==> config.mk <==
export PLATFORM = sky130hd
export DESIGN_NAME = bilbo_reg
export DESIGN_NICKNAME = d
export VERILOG_FILES = /design/src/rtl/bilbo_pkg.sv /design/src/rtl/bilbo_input_mux.sv /design/src/rtl/bilbo_feedback.sv /design/src/rtl/bilbo_next_state.sv /design/src/rtl/bilbo_reg.sv
export SDC_FILE = /design/constraint.sdc
export NUM_CORES = 1
export LEC_CHECK = 0
export BUFFER_PORTS_ARGS = -buffer_cell sky130_fd_sc_hd__buf_2
export CORE_MARGIN = 2
export CORE_UTILIZATION = 35
export CTS_CLUSTER_SIZE = 14
export DETAILED_ROUTE_END_ITERATION = 10
export SYNTH_ARGS = -nofsm -noshare
export SYNTH_HDL_FRONTEND = slang
export SYNTH_HIERARCHICAL = 1
export SYNTH_SLANG_ARGS = --single-unit
==> constraint.sdc <==
create_clock -name clk_i -period 0.9 [get_ports clk_i]
set_clock_uncertainty 0.05 [all_clocks]
set_input_delay 0.09 -clock clk_i [delete_from_list [all_inputs] [get_ports clk_i]]
set_output_delay 0.09 -clock clk_i [all_outputs]
set_load 0.01 [all_outputs]
==> src/rtl/bilbo_pkg.sv <==
package bilbo_pkg;

  // bit 0 and bit 1 of the mode code
  typedef enum logic [1:0] {
    MODE_SCAN  = 2'b00,
    MODE_LFSR  = 2'b01,
    MODE_CLEAR = 2'b10,
    MODE_LOAD  = 2'b11
  } bilbo_mode_e;

  localparam int unsigned MAX_WIDTH = 16;
  localparam int unsigned MIN_WIDTH = 3;

  // middle exponents (between 1 and w-1) of a primitive polynomial of degree w
  function automatic logic [MAX_WIDTH-1:0] poly_mid_terms(input int unsigned w);
    logic [MAX_WIDTH-1:0] m;
    m = '0;
    case (w)
      3:  m[1] = 1'b1;
      4:  m[1] = 1'b1;
      5:  m[2] = 1'b1;
      6:  m[1] = 1'b1;
      7:  m[1] = 1'b1;
      8:  begin m[6] = 1'b1; m[5] = 1'b1; m[4] = 1'b1; end
      9:  m[4] = 1'b1;
      10: m[3] = 1'b1;
      11: m[2] = 1'b1;
      12: begin m[6] = 1'b1; m[4] = 1'b1; m[1] = 1'b1; end
      13: begin m[4] = 1'b1; m[3] = 1'b1; m[1] = 1'b1; end
      14: begin m[10] = 1'b1; m[6] = 1'b1; m[1] = 1'b1; end
      15: m[1] = 1'b1;
      16: begin m[12] = 1'b1; m[3] = 1'b1; m[1] = 1'b1; end
      default: m = '0;
    endcase
    return m;
  endfunction

endpackage

==> src/rtl/bilbo_input_mux.sv <==
module bilbo_input_mux #(
  parameter int unsigned WIDTH = 8
) (
  input  logic [WIDTH-1:0] d_i,
  input  logic             pgen_i,
  output logic [WIDTH-1:0] din_o
);

  localparam logic [WIDTH-1:0] FILL = {WIDTH{1'b1}};

  always_comb begin
    if (pgen_i) begin
      din_o = FILL;
    end else begin
      din_o = d_i;
    end
  end

endmodule

==> src/rtl/bilbo_feedback.sv <==
module bilbo_feedback #(
  parameter int unsigned WIDTH = 8
) (
  input  logic [WIDTH-1:0] q_i,
  output logic             fb_o
);
  import bilbo_pkg::*;

  localparam logic [MAX_WIDTH-1:0] MID = poly_mid_terms(WIDTH);

  // stage W-1-k contributes for each middle exponent k, plus the last stage
  logic [WIDTH-1:0] tap_sel;

  for (genvar k = 0; k < WIDTH; k++) begin : g_tap
    if (k == 0) begin : g_const
      assign tap_sel[WIDTH-1] = q_i[WIDTH-1];
    end else if (MID[k]) begin : g_used
      assign tap_sel[WIDTH-1-k] = q_i[WIDTH-1-k];
    end else begin : g_unused
      assign tap_sel[WIDTH-1-k] = 1'b0;
    end
  end

  assign fb_o = ^tap_sel;

endmodule

==> src/rtl/bilbo_next_state.sv <==
module bilbo_next_state #(
  parameter int unsigned WIDTH = 8
) (
  input  bilbo_pkg::bilbo_mode_e mode_i,
  input  logic [WIDTH-1:0]       q_i,
  input  logic [WIDTH-1:0]       d_i,
  input  logic [WIDTH-1:0]       din_i,
  input  logic                   fb_i,
  input  logic                   scan_i,
  output logic [WIDTH-1:0]       nxt_o
);
  import bilbo_pkg::*;

  // value entering each stage from the left neighbour
  logic [WIDTH-1:0] from_left;

  for (genvar i = 0; i < WIDTH; i++) begin : g_stage
    if (i == 0) begin : g_head
      always_comb begin
        from_left[i] = (mode_i == MODE_LFSR) ? fb_i : scan_i;
      end
    end else begin : g_body
      always_comb begin
        from_left[i] = q_i[i-1];
      end
    end

    always_comb begin
      unique case (mode_i)
        MODE_LOAD:  nxt_o[i] = d_i[i];
        MODE_SCAN:  nxt_o[i] = from_left[i];
        MODE_LFSR:  nxt_o[i] = from_left[i] ^ din_i[i];
        MODE_CLEAR: nxt_o[i] = 1'b0;
        default:    nxt_o[i] = 1'b0;
      endcase
    end
  end

endmodule

==> src/rtl/bilbo_reg.sv <==
module bilbo_reg #(
  parameter int unsigned WIDTH = 8
) (
  input  logic             clk_i,
  input  logic             rst_ni,
  input  logic [1:0]       mode_i,
  input  logic             pgen_i,
  input  logic [WIDTH-1:0] d_i,
  input  logic             scan_i,
  output logic [WIDTH-1:0] q_o,
  output logic             scan_o
);
  import bilbo_pkg::*;

  if (WIDTH < MIN_WIDTH || WIDTH > MAX_WIDTH) begin : g_bad_width
    $error("bilbo_reg: WIDTH outside the polynomial table");
  end

  // reset: asserts at once, releases after two edges
  logic [1:0] rst_sync_q;
  logic       rst_n_int;
  logic       live_q;

  always_ff @(posedge clk_i or negedge rst_ni) begin
    if (!rst_ni) begin
      rst_sync_q <= 2'b00;
    end else begin
      rst_sync_q <= {rst_sync_q[0], 1'b1};
    end
  end
  assign rst_n_int = rst_sync_q[1];

  // marks cycles where the previous edge was a normal update
  always_ff @(posedge clk_i or negedge rst_n_int) begin
    if (!rst_n_int) begin
      live_q <= 1'b0;
    end else begin
      live_q <= 1'b1;
    end
  end

  bilbo_mode_e      mode;
  logic [WIDTH-1:0] state_q;
  logic [WIDTH-1:0] state_d;
  logic [WIDTH-1:0] din;
  logic             fb;

  assign mode = bilbo_mode_e'(mode_i);

  bilbo_input_mux #(.WIDTH(WIDTH)) u_mux (
    .d_i    (d_i),
    .pgen_i (pgen_i),
    .din_o  (din)
  );

  bilbo_feedback #(.WIDTH(WIDTH)) u_fb (
    .q_i  (state_q),
    .fb_o (fb)
  );

  bilbo_next_state #(.WIDTH(WIDTH)) u_nxt (
    .mode_i (mode),
    .q_i    (state_q),
    .d_i    (d_i),
    .din_i  (din),
    .fb_i   (fb),
    .scan_i (scan_i),
    .nxt_o  (state_d)
  );

  always_ff @(posedge clk_i or negedge rst_n_int) begin
    if (!rst_n_int) begin
      state_q <= '0;
    end else begin
      state_q <= state_d;
    end
  end

  assign q_o    = state_q;
  assign scan_o = state_q[WIDTH-1];

  // parallel capture
  p_load_r1: assert property (@(posedge clk_i) disable iff (!live_q)
    mode_i == 2'b11 |=> q_o == $past(d_i));

  // serial shift, head takes the serial input
  p_scan_shift_r2: assert property (@(posedge clk_i) disable iff (!live_q)
    mode_i == 2'b00 |=> (q_o[0] == $past(scan_i)) && (q_o[WIDTH-1:1] == $past(q_o[WIDTH-2:0])));

  // serial output shows the bit shifted out of stage W-2
  p_scan_out_r7: assert property (@(posedge clk_i) disable iff (!live_q)
    mode_i == 2'b00 |=> scan_o == $past(q_o[WIDTH-2]));

  // head of the chain in feedback mode follows the feedback network
  p_lfsr_head_r3: assert property (@(posedge clk_i) disable iff (!live_q)
    (mode_i == 2'b01 && !pgen_i) |=> q_o[0] == $past(fb ^ d_i[0]));

  // synchronous clear
  p_clear_r4: assert property (@(posedge clk_i) disable iff (!live_q)
    mode_i == 2'b10 |=> q_o == '0);

  // pattern generation inverts the shifted bits
  p_pgen_invert_r5: assert property (@(posedge clk_i) disable iff (!live_q)
    (mode_i == 2'b01 && pgen_i) |=> q_o[WIDTH-1:1] == ~$past(q_o[WIDTH-2:0]));

endmodule

==> results of run 1 <==
[power groups by stage]
stage	clock network, W	logic [W]	registers, W
global route	0.000327	0.000462	0.000557
finish	0.000294	0.000426	0.000549
detailed placement	0	0.000366	0.000555
floorplan	0	0.000190	0.000579
CTS	0.000303	0.000422	0.000547
global placement	0	0.000360	0.000552
[per-layer routing]
metal	global-route usage	vias up	routed length, um
met2	0.243	24	668
met3	0.0280	2	78
met1	0.188	269	613
met4	0.0765	0	27
met5	0	-	0
li1	-	280	-
[cells in the final DEF, fill, tap and decap left out]
cell type and instances:
a32oi_1 7, and2_1 1, buf_2 17, buf_4 3
buf_6 8, clkbuf_4 3, conb_1 1, dfrtp_1 10
dlygate4sd3_1 1, inv_1 4, inv_2 3, mux2i_1 1
nand2_1 15, nor2b_2 1, o21ai_1 8, or2_1 8
xnor2_1 2, xor2_1 2
[critical path, delay by kind of cell, from the launching register on]
kind	cells	cell delay, ns
mux	1	0.13
xor+xnor	3	0.46
flops	1	0.40
compound gates	1	0.07
[cells in the mapped netlist, drive strengths merged]
cell	count	area (um^2)
inv	7	26.3
o21ai	8	40.0
a32oi	7	61.3
and2	1	6.26
dfrtp	10	250
or2	8	50.1
conb	1	3.75
nand2	15	56.3
xnor2	2	17.5
xor2	2	17.5
mux2i	1	10.0
nor2b	1	8.76
buf	3	33.8
[repair_timing]
| action | CTS | global route |
|---|---|---|
| setup endpoints to repair | 13 | 16 |
| pin swaps | 2 | 5 |
| hold buffers | 1 | 0 |
| gates resized for setup | 7 | 5 |
| setup buffers | 2 | 0 |
| endpoints found under the hold margin | 2 | 0 |
[layout make-up]
type,instances,share of cell area
Multi-Input combinational cell,46,0.340
Sequential cell,10,0.313
Timing Repair Buffer,29,0.260
Inverter,7,0.0329
Clock buffer,3,0.0282
Tap cell,16,0.0251
[path summary, 6_finish.rpt]
| kind | cells past startpoint | slack (ns) | end | start |
|---|---|---|---|---|
| max in group asynchronous | 0 | 0.45 | q_o[5]$_DFF_PN0_ | rst_sync_q[1]$_DFF_PN0_ |
| max reg2reg | 5 | -0.32 | q_o[0]$_DFF_PN0_ | q_o[1]$_DFF_PN0_ |
| min reg2reg | 0 | 0.09 | q_o[6]$_DFF_PN0_ | rst_sync_q[1]$_DFF_PN0_ |
| min | 3 | 0.004 | q_o[0]$_DFF_PN0_ | d_i[0] |
| max | 5 | -0.32 | q_o[0]$_DFF_PN0_ | q_o[1]$_DFF_PN0_ |
| min in group asynchronous | 2 | 0.08 | rst_sync_q[1]$_DFF_PN0_ | rst_ni |
[cell families after synthesis]
| logic type | after synthesis | share of synthesized area |
|---|---|---|
| other | 1 | 0.00645 |
| multiplexers | 1 | 0.0172 |
| flip-flops | 10 | 0.430 |
| buffers and inverters | 10 | 0.103 |
| AO/OA/AOI/OAI | 15 | 0.174 |
| AND/OR/NAND/NOR | 25 | 0.209 |
| XOR/XNOR | 4 | 0.0602 |
[registers in the layout, summed over array words and instances, names as in the netlist]
name / flops
q_o: 8
rst_sync_q: 2
[metrics by stage]
stage,power (W),hold WS (ns),utilization,cells,setup TNS (ns)
after floorplan,0.000769,-0.256,-,66,-0.337
after global placement,0.000912,-0.174,0.475,107,-0.371
after detailed placement,0.000921,-0.173,0.475,107,-0.495
after CTS,0.00127,0.00214,0.522,112,-1.50
after global routing,0.00135,0.0261,0.524,111,-1.77
final,0.00127,0.00396,0.524,111,-1.22
==> results.sh, run 1 <==
export IMPL_worstHoldPathType="input pin to flip-flop"
export IMPL_cp_start_kind="flip-flop"
export IMPL_overflow=0
export IMPL_dieArea_um2=2000
export IMPL_synth_seq_cells=10
export IMPL_end_kind="flip-flop"
export IMPL_fill_cells=149
export IMPL_antenna_found_initial=0
export IMPL_power_density_nw_per_um2=1590
export IMPL_clk_path_buf_depth=2
export IMPL_drive_gt1_frac=0.368
export IMPL_grt_first_pass_wirelength_um=2100
export IMPL_synth_fp_nets=80
export IMPL_yosysSeqAreaShare=0.430
export IMPL_cp_max_fo=2
export IMPL_setup_violations_final=13
export IMPL_dp_hpwl_um=1000
export IMPL_maxCapViolCount=0
export IMPL_cts_tree="built"
export IMPL_power_switching_w=0.000383
export IMPL_drt_total_wl_um=1390
export IMPL_worstSkewPairLatency_ns=0.26
export IMPL_drtIter0Drc=8
export IMPL_n_antenna_cell=0
export IMPL_setup_ws_ns=-0.316
export IMPL_crit_required_ns=1.00
export IMPL_fin_area_um2=798
export IMPL_p_int_w=0.000886
export IMPL_cts_made_buffers=3
export IMPL_synth_cell_types=15
export IMPL_switching_share=0.302
export IMPL_grt_pass1_vias=476
export IMPL_drt_first_pass_iters=4
export IMPL_critPathKind="flip-flop to flip-flop"
export IMPL_fp_dieW_um=44.8
export IMPL_cpMostUsedCell="xor2_1"
export IMPL_vias_per_cell=5.18
export IMPL_grt_max_degree=9
export IMPL_placementRows=14
export IMPL_pwr_share_seq=0.432
export IMPL_p_comb_frac=0.336
export IMPL_gp_congestion=0.685
export IMPL_post_route_min_period_ns=1.22
export IMPL_placed_area_um2=723
export IMPL_wl_per_cell_um=12.5
export IMPL_start_util=0.382
export IMPL_core_um2=1520
export IMPL_fin_nets=111
export IMPL_maxClockFrequency_ghz=0.823
export IMPL_yosysWarnings=6
export IMPL_cts_root_buf="clkbuf_4"
export IMPL_post_route_period_util=1.35
export IMPL_worstPathArrival_ns=1.32
export IMPL_syn_to_final_growth_pct=37.2
export IMPL_leakage_nw=0.394
export IMPL_syn_cell_area_um2=582
export IMPL_multi_input_area_um2=272
export IMPL_final_hold_viol_count=0
export IMPL_status="finished with violations"
export IMPL_grt_use_total=0.149
export IMPL_clock_sink_count=10
export IMPL_vias=575
export IMPL_violations="setup timing"
export IMPL_rsz0062_at_grt="true"
export IMPL_slowest_delay_ns=0.40
export IMPL_ant_nets=0
export IMPL_peakVddDrop_v=0.000824
export IMPL_post_place_ws_ns=-0.326
export IMPL_sequential_cell_area_um2=250
export IMPL_syn_inst=66
export IMPL_cts_max_level=1
export IMPL_clkTransAtPathRegs_ns=0.07
export IMPL_die_h_um=44.8
export IMPL_drc=0
export IMPL_p_clk_frac=0.232
export IMPL_avgSynthCellArea_um2=8.82
export IMPL_final_max_slew_viol_count=0
export IMPL_worstPathCellList="xor2_1 > xnor2_1 > xor2_1 > mux2i_1 > o21ai_1"
export IMPL_worst_path_max_delay_cell="dfrtp_1"
export IMPL_ios=23
export IMPL_portBuffers=22
No activity file was read; power rests on OpenSTA's default activity.
==> inputs of run 2 (changes only) <==
--- a/config.mk
+++ b/config.mk
@@ -7,9 +7,10 @@
 export LEC_CHECK = 0
 export BUFFER_PORTS_ARGS = -buffer_cell sky130_fd_sc_hd__buf_2
 export CORE_MARGIN = 2
-export CORE_UTILIZATION = 35
+export CORE_UTILIZATION = 40
 export CTS_CLUSTER_SIZE = 14
 export DETAILED_ROUTE_END_ITERATION = 10
+export PLACE_DENSITY = 0.68
 export SYNTH_ARGS = -nofsm -noshare
 export SYNTH_HDL_FRONTEND = slang
 export SYNTH_HIERARCHICAL = 1
==> run 2 against run 1 <==
The flow still finishes with violations (setup timing). Flip-flop and latch count stayed put. Clock power hardly changed. Total power is 3.5% higher. Register-to-register slack worse by 0.03 ns. Setup slack worse by 0.030 ns. Global-route usage is 1.5 points higher. First-iteration DRC count stayed put. Wire length is 4.0% higher. Sequential share of layout area is 1.9 points lower. Combinational power is 11% higher.
==> results.sh, run 2 (synthesis gave the netlist of run 1 again) <==
export IMPL_setup_ws_ns=-0.346
export IMPL_maxClockFrequency_ghz=0.802
export IMPL_drt_total_wl_um=1440
export IMPL_cts_tree="built"
export IMPL_final_common_cell="buf_2"
export IMPL_crit_required_ns=0.99
export IMPL_clock_sink_count=10
export IMPL_end_kind="flip-flop"
export IMPL_worstHoldPathType="input pin to flip-flop"
export IMPL_ios=23
export IMPL_setup_violations_final=14
export IMPL_grt_max_degree=9
export IMPL_gp_congestion=0.800
export IMPL_cp_start_kind="flip-flop"
export IMPL_dieArea_um2=1780
export IMPL_violations="setup timing"
export IMPL_status="finished with violations"
export IMPL_grt_pass1_vias=532
export IMPL_largest_reg_flops=8
export IMPL_grt_use_total=0.164
export IMPL_wl_per_cell_um=12.4
export IMPL_fin_nets=117
export IMPL_dp_hpwl_um=1010
export IMPL_ant_nets=0
export IMPL_worstPathCellList="xnor2_2 > xnor2_1 > xor2_1 > mux2i_1 > o21ai_1"
export IMPL_placementRows=13
export IMPL_worstSkewPairLatency_ns=0.26
export IMPL_drtIter0Drc=8
export IMPL_cts_root_buf="clkbuf_4"
export IMPL_cts_max_level=1
export IMPL_drt_first_pass_iters=4
export IMPL_worstPathArrival_ns=1.34
export IMPL_core_um2=1330
export IMPL_cts_made_buffers=3
export IMPL_portBuffers=22
export IMPL_post_route_period_util=1.38
export IMPL_power_density_nw_per_um2=1550
export IMPL_drc=0
export IMPL_clkTransAtPathRegs_ns=0.06
export IMPL_post_place_ws_ns=-0.334
export IMPL_overflow=0
export IMPL_vias=592
export IMPL_maxCapViolCount=0
export IMPL_start_util=0.436
export IMPL_final_cell_mix="buf_2, nand2_1, dfrtp_1"
export IMPL_worst_path_max_delay_cell="dfrtp_1"
export IMPL_final_max_slew_viol_count=0
export IMPL_peakVddDrop_v=0.000808
export IMPL_rsz0062_at_grt="true"
export IMPL_p_total_w=0.00131
export IMPL_post_route_min_period_ns=1.25
export IMPL_critPathKind="flip-flop to flip-flop"
export IMPL_cp_max_fo=2
export IMPL_fp_dieW_um=42.1
export IMPL_slowest_delay_ns=0.42
export IMPL_vias_per_cell=5.10
export IMPL_clk_path_buf_depth=2
export IMPL_die_h_um=42.1
export IMPL_syn_to_final_growth_pct=46.0
export IMPL_drive_gt1_frac=0.416
export IMPL_n_antenna_cell=0
export IMPL_antenna_found_initial=0
export IMPL_leakage_nw=0.429
export IMPL_grt_first_pass_wirelength_um=2200
export IMPL_final_hold_viol_count=0
[run 2: cell types whose count changed in the layout (fill, tap and decap cells not counted)]
cell / previous run / this run
buf_4: 3 / 9
xnor2_1: 2 / 1
xnor2_2: 0 / 1
[run 2: cell type report]
type	instances	area, um^2
inverter	7	26.3
multi-input combinational	46	279
clock buffer	3	22.5
timing repair buffer	35	253
tap	15	18.8
sequential	10	250
fill	122	484
[run 2: report_power, final]
part	internal (W)	leakage (nW)	switching (W)	total [W]
registers	0.000502	0.124	0.0000465	0.000549
logic	0.000265	0.291	0.000209	0.000474
clock network	0.000154	0.0138	0.000137	0.000291
[run 2: final timing paths]
path	from	endpoint	slack [ns]	cells past startpoint
worst max register to register	q_o[2]$_DFF_PN0_	q_o[0]$_DFF_PN0_	-0.35	5
min in group asynchronous	rst_sync_q[1]$_DFF_PN0_	q_o[0]$_DFF_PN0_	0.08	0
worst max-delay path	q_o[2]$_DFF_PN0_	q_o[0]$_DFF_PN0_	-0.35	5
worst min-delay path	d_i[0]	q_o[0]$_DFF_PN0_	0.01	3
max in group asynchronous	rst_sync_q[1]$_DFF_PN0_	q_o[6]$_DFF_PN0_	0.48	0
worst min register to register	rst_sync_q[1]$_DFF_PN0_	q_o[0]$_DFF_PN0_	0.08	0
[run 2: stage by stage]
| step | util | instance area (um^2) | TNS (ns) | hold slack, ns | cells |
|---|---|---|---|---|---|
| finish | 0.637 | 850 | -1.65 | 0.0138 | 116 |
| global placement | 0.558 | 744 | -0.521 | -0.174 | 109 |
| detailed placement | 0.558 | 744 | -0.624 | -0.174 | 109 |
| floorplan | - | 582 | -0.337 | -0.256 | 66 |
| global route | 0.637 | 850 | -2.29 | 0.0211 | 116 |
| CTS | 0.626 | 835 | -1.74 | 0.0113 | 115 |
[run 2: critical path, delay by kind of cell, from the launching register on]
family | cells | cell delay [ns]
flops | 1 | 0.42
mux | 1 | 0.14
compound gates | 1 | 0.07
xor+xnor | 3 | 0.45
[run 2: metal layers]
metal,vias up,global-route usage,wire length [um]
met5,-,0,0
met4,0,0.0750,31
met3,4,0.0259,77
met2,23,0.250,701
met1,273,0.229,633
li1,292,-,-
[run 2: repair_timing]
item	in CTS	in global routing
resized for setup	9	5
hold buffers	1	0
pin swaps	1	5
setup buffers	2	3
setup endpoints to repair	13	14
hold endpoints to repair	2	0
